[config.mk]
export PLATFORM = sky130hd
export DESIGN_NAME = thermal_status_word
export DESIGN_NICKNAME = d
export VERILOG_FILES = /design/src/rtl/thermal_status_pkg.sv /design/src/rtl/limit_cmp.sv /design/src/rtl/sticky_bank.sv /design/src/rtl/thermal_status_word.sv
export SDC_FILE = /design/constraint.sdc
export NUM_CORES = 1
export LEC_CHECK = 0
export ABC_AREA = 1
export BUFFER_PORTS_ARGS = -buffer_cell sky130_fd_sc_hd__buf_2
export CORE_AREA = 2 2 70 45
export DETAILED_ROUTE_END_ITERATION = 6
export DIE_AREA = 0 0 72 47
export GPL_ROUTABILITY_DRIVEN = 0
export PLACE_DENSITY = 0.66
export REMOVE_ABC_BUFFERS = 1
export SYNTH_ARGS = -nofsm -noshare
export SYNTH_HDL_FRONTEND = slang
export SYNTH_SLANG_ARGS = --single-unit
[constraint.sdc]
create_clock -name clk -period 1.1 [get_ports clk]
set_input_delay 0.11 -clock clk [delete_from_list [all_inputs] [get_ports clk]]
set_output_delay 0.11 -clock clk [all_outputs]
set_load 0.01 [all_outputs]
[src/rtl/thermal_status_pkg.sv]
package thermal_status_pkg;
   localparam int FLAG_COUNT = 4;
   localparam int STICKY_LSB = 16;
   localparam int WORD_W     = STICKY_LSB + FLAG_COUNT;
   localparam int GAP_W      = STICKY_LSB - FLAG_COUNT;

   typedef enum int {
      FLG_UNDERVOLT = 0,
      FLG_FREQ_CAP  = 1,
      FLG_THROTTLED = 2,
      FLG_SOFT_TEMP = 3
   } flag_idx_e;

   typedef logic [FLAG_COUNT-1:0] flags_t;
endpackage

[src/rtl/limit_cmp.sv]
module limit_cmp #(
   parameter int W     = 16,
   parameter int LIMIT = 0,
   parameter bit ABOVE = 1'b1
) (
   input  logic [W-1:0] value_i,
   output logic         hit_o
);
   localparam logic [W-1:0] LIM = W'(LIMIT);

   if (W < 1 || W > 31) begin : g_bad_width
      $error("limit_cmp: width out of range");
   end
   if (LIMIT < 0 || LIMIT >= (1 << W)) begin : g_bad_limit
      $error("limit_cmp: limit does not fit the sample width");
   end

   if (ABOVE) begin : g_above
      assign hit_o = (value_i > LIM);
   end else begin : g_below
      assign hit_o = (value_i < LIM);
   end
endmodule

[src/rtl/sticky_bank.sv]
module sticky_bank #(
   parameter int N = 4
) (
   input  logic         clk,
   input  logic         rst_n,
   input  logic [N-1:0] set_i,
   input  logic         clr_i,
   output logic [N-1:0] q_o
);
   if (N < 1) begin : g_bad_n
      $error("sticky_bank: needs at least one bit");
   end

   for (genvar i = 0; i < N; i++) begin : g_bit
      logic held_q;
      always_ff @(posedge clk or negedge rst_n) begin
         if (!rst_n) begin
            held_q <= 1'b0;
         end else if (clr_i) begin
            held_q <= 1'b0;
         end else begin
            held_q <= held_q | set_i[i];
         end
      end
      assign q_o[i] = held_q;
   end
endmodule

[src/rtl/thermal_status_word.sv]
module thermal_status_word
   import thermal_status_pkg::*;
#(
   parameter int VOLT_W        = 16,
   parameter int TEMP_W        = 12,
   parameter int UV_LIMIT_MV   = 4640,
   parameter int CAP_LIMIT_DC  = 800,
   parameter int HOT_LIMIT_DC  = 850,
   parameter int SOFT_LIMIT_DC = 700
) (
   input  logic              clk,
   input  logic              rst_n,
   input  logic [VOLT_W-1:0] supply_mv,
   input  logic [TEMP_W-1:0] die_temp_dc,
   input  logic              throttle_req,
   input  logic              sticky_clr,
   output logic [WORD_W-1:0] status_word
);
   if (HOT_LIMIT_DC <= CAP_LIMIT_DC) begin : g_bad_order
      $error("thermal_status_word: hot limit must exceed cap limit");
   end

   logic   uv_hit, cap_hit, hot_hit, soft_hit;
   flags_t live_d, live_q, sticky_q;

   limit_cmp #(.W(VOLT_W), .LIMIT(UV_LIMIT_MV), .ABOVE(1'b0)) i_uv_cmp (
      .value_i(supply_mv), .hit_o(uv_hit));
   limit_cmp #(.W(TEMP_W), .LIMIT(CAP_LIMIT_DC), .ABOVE(1'b1)) i_cap_cmp (
      .value_i(die_temp_dc), .hit_o(cap_hit));
   limit_cmp #(.W(TEMP_W), .LIMIT(HOT_LIMIT_DC), .ABOVE(1'b1)) i_hot_cmp (
      .value_i(die_temp_dc), .hit_o(hot_hit));
   limit_cmp #(.W(TEMP_W), .LIMIT(SOFT_LIMIT_DC), .ABOVE(1'b1)) i_soft_cmp (
      .value_i(die_temp_dc), .hit_o(soft_hit));

   always_comb begin
      live_d                = '0;
      live_d[FLG_UNDERVOLT] = uv_hit;
      live_d[FLG_FREQ_CAP]  = cap_hit | hot_hit;
      live_d[FLG_THROTTLED] = throttle_req | hot_hit;
      live_d[FLG_SOFT_TEMP] = soft_hit;
   end

   always_ff @(posedge clk or negedge rst_n) begin
      if (!rst_n) begin
         live_q <= '0;
      end else begin
         live_q <= live_d;
      end
   end

   sticky_bank #(.N(FLAG_COUNT)) i_sticky (
      .clk(clk), .rst_n(rst_n), .set_i(live_d), .clr_i(sticky_clr), .q_o(sticky_q));

   assign status_word = {sticky_q, {GAP_W{1'b0}}, live_q};
endmodule

Word-level counts from Yosys, hierarchy flattened:

Cells that the tools add are included.

* $lt $le $gt $ge: 4
* multiplexer cells: 4
* bitwise gates (word level): 6

Operators with widths (number)
* $gt 12x10->1 const B: 3
* $lt 16x13->1 const B: 1
* $or 1x1->1: 6
* $mux 1: 4

* register bits: 8
* bits of input ports: 32

Longest topological paths before layout:

Gate-level depths: netlist of the first run.

* depth after elaboration: 4
* mapped depth: 9
* mapped depth without buffers: 9

Modules after synthesis:

A second synthesis of the first run with hierarchy kept.

* cells, all modules: 124
* area total of the unflattened synthesis: 752.0 µm²

Modules (own cells, without submodules)
* thermal_status_word: times used 1, cells each 22, area each 212.7 µm², sequential area each 100.1 µm²
* sticky_bank: times used 1, cells each 16, area each 160.2 µm², sequential area each 100.1 µm²
* limit_cmp (i_hot_cmp): times used 1, cells each 23, area each 126.4 µm², sequential area each 0.0 µm²
* limit_cmp (i_cap_cmp): times used 1, cells each 26, area each 102.6 µm², sequential area each 0.0 µm²
* limit_cmp (i_uv_cmp): times used 1, cells each 21, area each 83.8 µm², sequential area each 0.0 µm²
* limit_cmp (i_soft_cmp): times used 1, cells each 16, area each 66.3 µm², sequential area each 0.0 µm²

Worst setup path after synthesis of the first run:

OpenSTA, ideal clock, no wires.

* path kind: in2reg
* start: input die_temp_dc[10]
* end: register i_sticky.g_bit[2].held_q
* arrival: 651 ps
* setup slack: 336 ps
* cell stages on the path: 8
* buffers on the path: 0
* cells stage by stage: nor2_2 nand2_1 nand3_1 nand2_1 nand2_1 nand3_1 nand2_1 inv_1

* cells in the longest elaborated chain, start to end: 4

RTL lines
* start, declared: line thermal_status_word.sv:14 `input logic [TEMP_W-1:0] die_temp_dc,`
* $gt 12x10->1: line limit_cmp.sv:19 `assign hit_o = (value_i > LIM);`
* $or 1x1->1: line thermal_status_word.sv:39 `live_d[FLG_THROTTLED] = throttle_req | hot_hit;`
* $or 1x1->1: line sticky_bank.sv:22 `held_q <= held_q | set_i[i];`
* $mux 1: line sticky_bank.sv:19 `end else if (clr_i) begin`
* end signal, assigned: line sticky_bank.sv:22
* end, declared: line sticky_bank.sv:15 `logic held_q;`

No other way between the ends.

Worst setup path after layout of the first run:

* start: register i_sticky.g_bit[3].held_q
* end: output status_word[19]

RTL lines
* start, declared: line sticky_bank.sv:15
* start signal, assigned: line sticky_bank.sv:22
* end, declared: line thermal_status_word.sv:17 `output logic [WORD_W-1:0] status_word`

No word-level cell between the ends.

==> metrics.md, run 1 <==
| Metric | Value |
|---|---|
| Run status | `finished, final reports clean` |
| Area leader, netlist | `dfrtp_1` |
| GRT overflow | `0` |
| # clock sinks | `8` |
| DRT antenna net count | `0` |
| Die Span X | `72 µm` |
| Routed Wire Length | `1350 µm` |
| Core area | `2759 µm²` |
| Post-Synthesis Cells | `99` |
| Path type of the worst min-delay path | `in2reg` |
| Post-Syn Area | `658.1 µm²` |
| Layout Skew | `0 ps` |
| Iteration-0 DRC Markers | `23` |
| Worst path slowest cell | `dfrtp_1` |
| Synth Warn # | `0` |
| Clock Tree Buf Depth | `2` |
| Slew Viols, Final | `0` |
| DIE AREA | `3384 µm²` |
| Part of the power in registers | `0.375` |
| #FFs+latches synth | `8` |
| Int Pwr | `0.6252 mW` |
| Cell variety after synth | `19` |
| WL/cell | `8.133 µm` |
| Layout Cells excl Fill | `166` |
| Clock-pin slew on the worst setup and hold paths | `40 ps` |
| Antenna Cells | `0` |
| CTS Buf Count | `3` |
| Net Switching | `0.2231 mW` |
| Cell Rows | `15` |
| Syn avg cell area | `6.648 µm²` |
| First-pass GRT wire length | `2152 µm` |
| Share of cells above drive strength 1 | `0.3258` |
| Vias per Instance | `3.831` |
| Pre-antenna DRT Iters | `4` |
| VDD IR max | `0.0003109 V` |
| Initial antenna violation count | `0` |
| Fin Setup TNS | `0 ps` |
| CP max FO | `2` |
| Placed cell count | `162` |
| Setup bufs post-CTS | `0` |
| Critical Path Start Type | `flop` |
| Starting density of the core | `0.2385` |
| Switching Share | `0.2630` |
| Largest net degree at the start of global routing | `9` |
| WS Path Type | `reg2out` |
| Fmax | `1.181 GHz` |
| Vias in the first global route | `525` |
| Tcrit/Tclk final | `0.7695` |
| Detail Placement HPWL | `1200 µm` |
| Final hold violations | `0` |
| P_leak | `0.4969 nW` |
| Port bufs | `34` |
| CP arrival | `740 ps` |
| Clock Power Share | `0.403` |
| Seq/Total Area, Yosys | `0.3042` |
| Clock Root Buffer | `clkbuf_8` |
| Post-synth top area share | `0.3042` |
| Nets | `166` |
| Largest cells by area after synthesis | `dfrtp_1 30%, buf_4 18%, nand2_1 13%` |
| Total GRT Usage | `0.08735` |
| Hold WS | `83.50 ps` |
| IO Pins | `52` |
| Crit end category | `primary output` |
| PD cells | `1006 nW/µm²` |
| Crit path time final | `846.5 ps` |
| # setup viols final | `0` |
| Residual DRC count | `0` |
| # H-tree levels | `1` |
| DIE HEIGHT | `47 µm` |
| DR vias | `636` |
| Skew-Pair Late Insertion Delay | `220 ps` |
| CP peak stage delay | `370 ps` |
| Cell chain of the critical path | `buf_2` |
| CP top delay family | `flip-flops` |
| Unrepaired setup endpoints after global routing | `no` |
| CTS tree | `built` |
| Max-Cap Viols | `0` |
| Critical path data required time | `990 ps` |
| Combinational Power Share | `0.222` |
| CP Buf/Inv Count | `1` |
| Area grow syn2layout | `28.14%` |
cell type report:
class / instances / area (µm²)
sequential: 8 / 200.2
tap: 34 / 42.54
inverter: 20 / 75.07
timing repair buffer: 35 / 180.2
fill: 303 / 1916
multi-input combinational: 66 / 304.0
clock buffer: 3 / 41.29
cells in the final DEF, fill, tap and decap left out, types with 2 or more instances in the layout:
cell      instances
nor2_1           10
o21ai_1           2
clkbuf_8          3
conb_1           12
nand4_1           2
nand2_1          22
dfrtp_1           8
buf_2            34
nand3_1           5
nor3_1            3
inv_1            18
a21oi_1           3
inv_2             2
power groups by stage:
| stage | Combinational [mW] | Clock (mW) | Sequential, mW |
|---|---|---|---|
| finish | 0.188 | 0.341 | 0.318 |
| global route | 0.216 | 0.380 | 0.321 |
| CTS | 0.190 | 0.353 | 0.319 |
| detailed placement | 0.187 | 0 | 0.323 |
| global placement | 0.185 | 0 | 0.323 |
| floorplan | 0.0832 | 0 | 0.332 |
metal layers:
metal,share of wire,up-vias,global-route usage
met5,0,-,0
met4,0.0059,0,0.02264
met3,0.090,2,0.04936
met2,0.41,27,0.1204
met1,0.50,272,0.1174
li1,-,335,-
through the flow:
stage	cell area [µm²]	util	total power, mW	setup WS (ps)
detailed placement	792.0	0.2871	0.5098	98.20
CTS	843.3	0.3057	0.8621	245.5
floorplan	579.3	-	0.4156	335.9
global placement	792.0	0.2871	0.5082	105.9
finish	843.3	0.3057	0.8484	253.5
global route	843.3	0.3057	0.9160	189.2
state kept, by name, indices dropped and copies added, names as in the netlist:
name                   count
i_sticky.g_bit.held_q      4
live_q                     4
cells in the mapped netlist (all sizes together):
cell / count
nand2: 22
inv: 20
buf: 16
nor2: 12
dfrtp: 8
nand3: 5
a21oi: 4
nor3: 3
nand4: 2
o21ai: 2
and3b: 1
conb: 1
nand3b: 1
nor3b: 1
or2: 1
final timing paths:
path                                          start                  endpoint  slack [ps]  cells past startpoint
min in group asynchronous                     rst_n                 live_q[2]         250                      2
min                                    throttle_req                 live_q[2]          80                      3
max in group asynchronous                     rst_n                 live_q[3]         680                      2
min reg2reg                i_sticky.g_bit[1].held_q  i_sticky.g_bit[1].held_q         490                      2
max reg2reg                i_sticky.g_bit[2].held_q  i_sticky.g_bit[2].held_q         420                      4
max                        i_sticky.g_bit[3].held_q           status_word[19]         250                      1
kinds of logic after synthesis:
logic type	share of synthesized area
buffers and inverters	0.2966
AO/OA/AOI/OAI	0.05133
AND/OR/NAND/NOR	0.3422
flip-flops	0.3042
other	0.005698
what timing repair did:
action                                 in CTS  in global routing
hold buffers                                1                  0
endpoints found under the hold margin       8                  0
gates resized for setup                     0                  0
(Power assumes the default switching activity.)
==> run 2, diff against run 1 <==
Settings changed: ABC_AREA 1 to 0, CORE_AREA 2 2 70 45 to 2 2 64 42, DIE_AREA 0 0 72 47 to 0 0 66 44, PLACE_DENSITY 0.66 to 0.68.
Clock period 1.1 ns to 0.82 ns, I/O delays scaled along.
==> run 2 against run 1 <==
Against the previous run: the flow now finishes with violations (setup timing); clock skew is the same; cell area grew 7.4%; sequential power grew 33%; final cell count shrank 19%; setup slack lost 520 ps; critical path depth grew 4; sequential share of layout area shrank 1.6 points; core utilization grew 8.0 points; critical path type is now in2reg.
==> metrics.md, run 2 <==
| Metric | Value |
|---|---|
| First-pass GRT wire length | `2076 µm (-3.5%)` |
| Switching Share | `0.2429 (-0.02011)` |
| Fmax | `0.9206 GHz` |
| PD cells | `1297 nW/µm² (+29%)` |
| Net Switching | `0.2854 mW (+28%)` |
| Vias per Instance | `4.112 (+7.3%)` |
| Largest net degree at the start of global routing | `9 (unchanged)` |
| Initial antenna violation count | `0 (unchanged)` |
| Clock Tree Buf Depth | `2 (unchanged)` |
| Post-place setup slack | `-539.6 ps (-637.8 ps)` |
| Core area | `2347 µm² (-15%)` |
| CTS tree | `built` |
| Adder-cell share of the synthesized area | `0 (unchanged)` |
| Detail Placement HPWL | `1149 µm (-4.2%)` |
| GRT overflow | `0 (unchanged)` |
| DRT antenna net count | `0 (unchanged)` |
| Leading cell types in the layout, fill and taps excluded | `28 x buf_2, 12 x conb_1, 12 x buf_4` |
| Tcrit/Tclk final | `1.325` |
| DIE HEIGHT | `44 µm (-6.4%)` |
| VDD IR max | `0.0004203 V (+35%)` |
| Critical path data required time | `910 ps (-80 ps)` |
| Cell Rows | `14 (-1)` |
| Residual DRC count | `0 (unchanged)` |
| Combinational Power Share | `0.251 (+0.029)` |
| Largest cells by area after synthesis | `dfrtp_1 37%, buf_4 22%, o311ai_2 3.0%` |
| Final hold violations | `0 (unchanged)` |
| Antenna Cells | `0 (unchanged)` |
| Post-synth top area share | `0.3678 (+0.06363)` |
| Crit end category | `flop` |
| WS Path Type | `in2reg` |
| Layout Skew | `0 ps (unchanged)` |
| Most frequent cell after synthesis | `buf_4` |
| Path type of the worst min-delay path | `in2reg` |
| Mux cell area share after synthesis | `0 (unchanged)` |
| CP arrival | `1180 ps (+440 ps)` |
| Clock Power Share | `0.388 (-0.015)` |
| Skew-Pair Late Insertion Delay | `220 ps (about the same)` |
| WL/cell | `10.87 µm (+34%)` |
| Area leader, netlist | `dfrtp_1` |
| CTS Buf Count | `3 (unchanged)` |
| Critical Path Start Type | `primary input` |
| Hold WS | `33.58 ps (-49.92 ps)` |
| Post-synth EDFFs | `0 (unchanged)` |
| Clock Root Buffer | `clkbuf_8` |
| Post-synthesis async set-or-reset flop share | `1.000 (unchanged)` |
| Post-synth top cells | `16 x buf_4, 8 x dfrtp_1, 4 x nor2_1, 3 x a21oi_1, 3 x nand2_1` |
| Die Span X | `66 µm (-8.3%)` |
| Nets | `136 (-18%)` |
| Routed Wire Length | `1456 µm (+7.9%)` |
| Post-Synthesis Cells | `57 (-42%)` |
| Pre-antenna DRT Iters | `3 (-1)` |
| Top FF cell, synth | `dfrtp_1` |
| Port bufs | `34 (unchanged)` |
| Clock-pin slew on the worst setup and hold paths | `40 ps (about the same)` |
| IO Pins | `52 (unchanged)` |
| Area grow syn2layout | `66.44%` |
| # fillers | `236 (-22%)` |
| # H-tree levels | `1 (unchanged)` |
| Part of the power in registers | `0.361 (-0.014)` |
| Pwr Total | `1.175 mW (+39%)` |
| P_leak | `0.4501 nW (-9.4%)` |
| Crit path time final | `1086 ps` |
| Run status | `complete, but fails checks` |
| Most common cell after layout, fill and taps aside | `buf_2` |
| DIE AREA | `2904 µm² (-14%)` |
| Max-Cap Viols | `0 (unchanged)` |
| Violated checks | `setup timing` |
| #FFs+latches synth | `8 (unchanged)` |
| Unrepaired setup endpoints after global routing | `yes` |
| Cell variety after synth | `27 (+8)` |
| CP max FO | `2 (unchanged)` |
| Vias in the first global route | `515 (-1.9%)` |
| Starting density of the core | `0.2319 (-0.006672)` |
| Post-route setup slack | `-266.3 ps (-519.8 ps)` |
| Slew Viols, Final | `0 (unchanged)` |
| Iteration-0 DRC Markers | `6 (-74%)` |
| DR vias | `551 (-13%)` |
| # setup viols final | `8 (+8)` |
| Seq/Total Area, Yosys | `0.3678 (+0.06363)` |
| Synth Warn # | `0 (unchanged)` |
| Syn avg cell area | `9.549 µm² (+44%)` |
| Total GRT Usage | `0.09740 (+0.01005)` |
| Simple-gate share of the synthesized area | `0.1954 (-0.1468)` |
| Compound-gate portion of the synthesized area | `0.2023 (+0.1510)` |
| Largest registers | `i_sticky.g_bit.held_q (4), live_q (4)` |
| Post-Syn Area | `544.3 µm² (-17%)` |
| # clock sinks | `8 (unchanged)` |
| Largest family of logic cells by synthesized area | `buffers and inverters` |
| Share of cells above drive strength 1 | `0.5686 (+0.2429)` |
| XOR/XNOR Fraction of Synth Area | `0 (unchanged)` |
| Int Pwr | `0.8897 mW (+42%)` |
## run 2: cells by family (layout without fill, tap and decap cells)
logic type	Yosys count	count (layout)
AO/OA/AOI/OAI	13	13
buffers and inverters	17	51
flip-flops	8	8
other	1	12
AND/OR/NAND/NOR	18	18
## run 2: layout make-up
class | count | area [µm²] | share of cell area
Tap cell | 32 | 40.04 | 0.04420
Inverter | 1 | 3.754 | 0.004144
Clock buffer | 3 | 41.29 | 0.04558
Timing Repair Buffer | 47 | 307.8 | 0.3398
Multi-Input combinational cell | 43 | 312.8 | 0.3453
Sequential cell | 8 | 200.2 | 0.2210
## run 2: path summary, 6_finish.rpt
| path | from | endpoint | slack [ps] | cells past startpoint |
|---|---|---|---|---|
| worst min register to register | i_sticky.g_bit[3].held_q | i_sticky.g_bit[3].held_q | 500 | 1 |
| worst max register to register | i_sticky.g_bit[0].held_q | i_sticky.g_bit[0].held_q | 50 | 2 |
| worst min-delay path | supply_mv[13] | live_q[0] | 30 | 2 |
| max in group asynchronous | rst_n | i_sticky.g_bit[1].held_q | 430 | 2 |
| worst max-delay path | die_temp_dc[1] | i_sticky.g_bit[1].held_q | -270 | 5 |
| min in group asynchronous | rst_n | live_q[0] | 230 | 2 |
## run 2: metrics by stage
step                      TNS (ps)  instances    util  instance area [µm²]
after floorplan              -1876         52       -                465.4
after CTS                    -1171        133  0.3742                878.3
after detailed placement     -3619        129  0.3230                758.2
final                        -1039        134  0.3859                905.9
after global routing         -1414        134  0.3859                905.9
after global placement       -3350        129  0.3230                758.2
## run 2: what timing repair did
action | 4_1_cts | 5_1_grt
buffers inserted | 0 | 1
resized for setup | 10 | 4
cloned | 0 | 0
hold buffers | 1 | 0
hold endpoints to repair | 8 | 0
endpoints found under the setup margin | 10 | 13
pin swaps | 5 | 3
## run 2: power groups by stage
| stage | logic, mW | registers (mW) | clock network [mW] |
|---|---|---|---|
| final | 0.295 | 0.424 | 0.456 |
| after global routing | 0.320 | 0.426 | 0.502 |
| after CTS | 0.281 | 0.424 | 0.478 |
| after detailed placement | 0.248 | 0.429 | 0 |
| after global placement | 0.240 | 0.430 | 0 |
| after floorplan | 0.0771 | 0.441 | 0 |
## run 2: metal layers
| layer | part of all wire | global-route usage |
|---|---|---|
| met2 | 0.61 | 0.1838 |
| met3 | 0.058 | 0.04416 |
| met4 | 0.012 | 0.06122 |
| met5 | 0 | 0 |
| met1 | 0.32 | 0.08466 |
## run 2: worst max-delay path: stages
cell and delay [ps]:
buf_6 90, or3_4 370, o31a_1 250, o311ai_2 270
a21oi_1 110
==> run 3, diff against run 2 <==
Settings changed: CORE_AREA 2 2 64 42 to 2 2 50 52, DIE_AREA 0 0 66 44 to 0 0 52 54, PLACE_DENSITY 0.68 to 0.69, SYNTH_HIERARCHICAL from default to 1.
==> run 3 against run 2 <==
Against the previous run: the flow still finishes with violations (setup timing); register-to-register slack got worse by 30 ps; non-clock buffer count up 3; area after synthesis fell by 2.1%; hold slack got worse by 25 ps; cell area shrank 5.0%; combinational power decreased by 4%; via count up 0.54%.
==> metrics.md, run 3 <==
| Metric | Value |
|---|---|
| Run status | `complete, but fails checks` |
| Violated checks | `setup timing` |
| Tcrit/Tclk final | `2.026 (+0.7011)` |
| Fmax | `0.6020 GHz (-35%)` |
| Multi-input gate area | `289.0 µm² (-7.6%)` |
| Layout Cells excl Fill | `131 (-2.2%)` |
| Largest registers | `i_sticky/g_bit.held_q (4), live_q (4)` |
| Routed Wire Length | `1335 µm (-8.3%)` |
| Starting density of the core | `0.2298 (-0.002103)` |
| Critical path data required time | `950 ps (+40 ps)` |
| Min-delay src | `supply_mv[13]` |
| Register area | `200.2 µm² (unchanged)` |
| Crit end category | `flop` |
| Post-synth EDFFs | `0 (unchanged)` |
| Core area | `2320 µm² (-1.2%)` |
| Clock-pin slew on the worst setup and hold paths | `50 ps (about the same)` |
| Register-to-Register Path Depth | `2 (unchanged)` |
| Post-synth top cells | `16 x buf_4, 8 x dfrtp_1, 4 x o21ba_1` |
| First-pass GRT wire length | `2063 µm (-0.63%)` |
| CTS tree | `built` |
| Clock Power Share | `0.288 (-0.100)` |
| # clock sinks | `8 (unchanged)` |
| Area leader, netlist | `dfrtp_1` |
| Cell variety after synth | `23 (-15%)` |
| Port bufs | `34 (unchanged)` |
| Hold endpoint | `live_q[0]` |
| Top FF cell, synth | `dfrtp_1` |
| Leading cell types in the layout, fill and taps excluded | `31 x buf_2, 15 x buf_4, 12 x conb_1` |
| P_leak | `0.4333 nW (-3.7%)` |
| Iteration-0 DRC Markers | `4 (-2)` |
| Most frequent cell after synthesis | `buf_4` |
| IO Pins | `52 (unchanged)` |
| Slew Viols, Final | `0 (unchanged)` |
| Crit Reg-Reg Startpoint | `i_sticky/g_bit[1].held_q` |
| CTS Buf Count | `3 (unchanged)` |
| Fin Setup TNS | `-3216 ps (-2177 ps)` |
| Share of cells above drive strength 1 | `0.5545 (-0.01417)` |
| Cts hold-fix bufs | `1 (unchanged)` |
| Antenna Cells | `0 (unchanged)` |
| Crit path time final | `1661 ps (+574.9 ps)` |
| Clock Root Buffer | `clkbuf_4` |
| DRT met1 WL | `508 µm (+8.3%)` |
| Met3 routed WL | `177 µm (+110%)` |
| Wire length on met2 | `644 µm (-27%)` |
| Post-synthesis async set-or-reset flop share | `1.000 (unchanged)` |
| Most common cell after layout, fill and taps aside | `buf_2` |
| Vias in the first global route | `496 (-3.7%)` |
| Synth Warn # | `6 (+6)` |
| # H-tree levels | `1 (unchanged)` |
| Highest routed layer | `met4` |
| Pwr Total | `0.9866 mW (-16%)` |
| Max-Cap Viols | `0 (unchanged)` |
| Int Pwr | `0.7290 mW (-18%)` |
| Layout Skew | `0 ps (unchanged)` |
| Placed cell count | `123 (-4.7%)` |
| Die Span X | `52 µm (-21%)` |
| PD cells | `1146 nW/µm² (-12%)` |
| Nets | `135 (-0.74%)` |
| Pre-antenna DRT Iters | `2 (-1)` |
| Total GRT Usage | `0.1004 (+0.002953)` |
| Hold path cells | `2 (unchanged)` |
| Initial antenna violation count | `0 (unchanged)` |
| Residual DRC count | `0 (unchanged)` |
| Final hold violations | `0 (unchanged)` |
| CP max FO | `2 (unchanged)` |
| CP arrival | `1790 ps (+610 ps)` |
| DR vias | `554 (+0.54%)` |
| Post-route setup slack | `-841.1 ps (-574.9 ps)` |
| Vias per Instance | `4.229 (+2.8%)` |
| Post-place setup slack | `-1136 ps (-596.1 ps)` |
| Largest net degree at the start of global routing | `9 (unchanged)` |
| Syn avg cell area | `10.06 µm² (+5.3%)` |
| Net Switching | `0.2576 mW (-9.8%)` |
| Path type of the worst min-delay path | `in2reg` |
| DIE AREA | `2808 µm² (-3.3%)` |
| DRT antenna net count | `0 (unchanged)` |
| Switching Share | `0.2611 (+0.01819)` |
| # fillers | `251 (+6.4%)` |
| WS Path Type | `in2reg` |
| Largest cells by area after synthesis | `dfrtp_1 38%, buf_4 23%, o21ba_1 7.5%` |
| WL/cell | `10.19 µm (-6.2%)` |
| # setup viols final | `11 (+3)` |
| Combinational Power Share | `0.286 (+0.035)` |
| VDD IR max | `0.0004719 V (+12%)` |
| GRT overflow | `0 (unchanged)` |
| Post-Synthesis Cells | `53 (-7.0%)` |
| #FFs+latches synth | `8 (unchanged)` |
| Post-synth top area share | `0.3756 (+0.007771)` |
| Part of the power in registers | `0.427 (+0.066)` |
| Reg-to-reg endpoint | `i_sticky/g_bit[1].held_q` |
| Reg2reg setup slack | `20 ps (-30 ps)` |
| Cell Rows | `18 (+4)` |
| Critical Path Start Type | `primary input` |
| Post-Syn Area | `533.0 µm² (-2.1%)` |
| Unrepaired setup endpoints after global routing | `yes` |
| Clock Tree Buf Depth | `2 (unchanged)` |
| Seq/Total Area, Yosys | `0.3756 (+0.007771)` |
| Skew-Pair Late Insertion Delay | `250 ps (+30 ps)` |
| Area grow syn2layout | `61.50%` |
| DIE HEIGHT | `54 µm (+23%)` |
run 3: cell count changes after synthesis, moves of 2 or more:
cell     previous run  this run
o21ba_1             1         4
nand3_1             0         2
nor2_1              4         1
or2_1               0         2
run 3: worst max-delay path, cell delays in order:
cell and delay (ps):
buf_6 90, or4b_1 510, or4_4 420, a211o_1 280, or2_1 240, o21ba_1 170
run 3: cell type report:
| class | count | area share |
|---|---|---|
| clock buffer | 3 | 0.02616 |
| timing repair buffer | 50 | 0.3619 |
| multi-input combinational | 40 | 0.3358 |
| tap | 30 | 0.04360 |
| sequential | 8 | 0.2326 |
run 3: timing repair:
| action | CTS | global route |
|---|---|---|
| endpoints found under the hold margin | 9 | 1 |
| endpoints found under the setup margin | 13 | 14 |
| gates cloned | 0 | 0 |
| pin swaps | 5 | 2 |
| setup buffers | 3 | 1 |
| resized for setup | 4 | 3 |
run 3: power by group through the flow:
stage,clock [mW],combinational (mW),sequential [mW]
final,0.284,0.282,0.421
after global routing,0.324,0.310,0.423
after CTS,0.302,0.266,0.420
after detailed placement,0,0.235,0.428
after global placement,0,0.229,0.427
after floorplan,0,0.0680,0.437
run 3: cell families after synthesis:
kind of cell | Yosys count | share of synthesized area
compound gates | 13 | 0.2136
buf+inv | 16 | 0.2254
flops | 8 | 0.3756
simple gates | 15 | 0.1784
other cells | 1 | 0.007035
run 3: worst max-delay path by stage:
stage / start / end / slack, ps
floorplan: die_temp_dc[7] / i_sticky/g_bit[2].held_q / -960
global placement: die_temp_dc[7] / i_sticky/g_bit[2].held_q / -1120
detailed placement: die_temp_dc[7] / i_sticky/g_bit[1].held_q / -1140
CTS: die_temp_dc[7] / i_sticky/g_bit[1].held_q / -820
global route: die_temp_dc[7] / i_sticky/g_bit[2].held_q / -900
finish: die_temp_dc[7] / i_sticky/g_bit[1].held_q / -840
run 3: routing by layer:
layer	GRT usage	up-vias
li1	-	266
met4	0.06579	0
met5	0	-
met3	0.02778	2
met2	0.1835	42
met1	0.09933	244
run 3: stage by stage:
step,cell area (µm²),util,hold slack [ps]
floorplan,454.2,-,-213.6
global placement,744.5,0.3209,-77.23
detailed placement,744.5,0.3209,-71.90
CTS,832.0,0.3587,-0.7996
global route,860.8,0.3711,-5.534
finish,860.8,0.3711,8.875
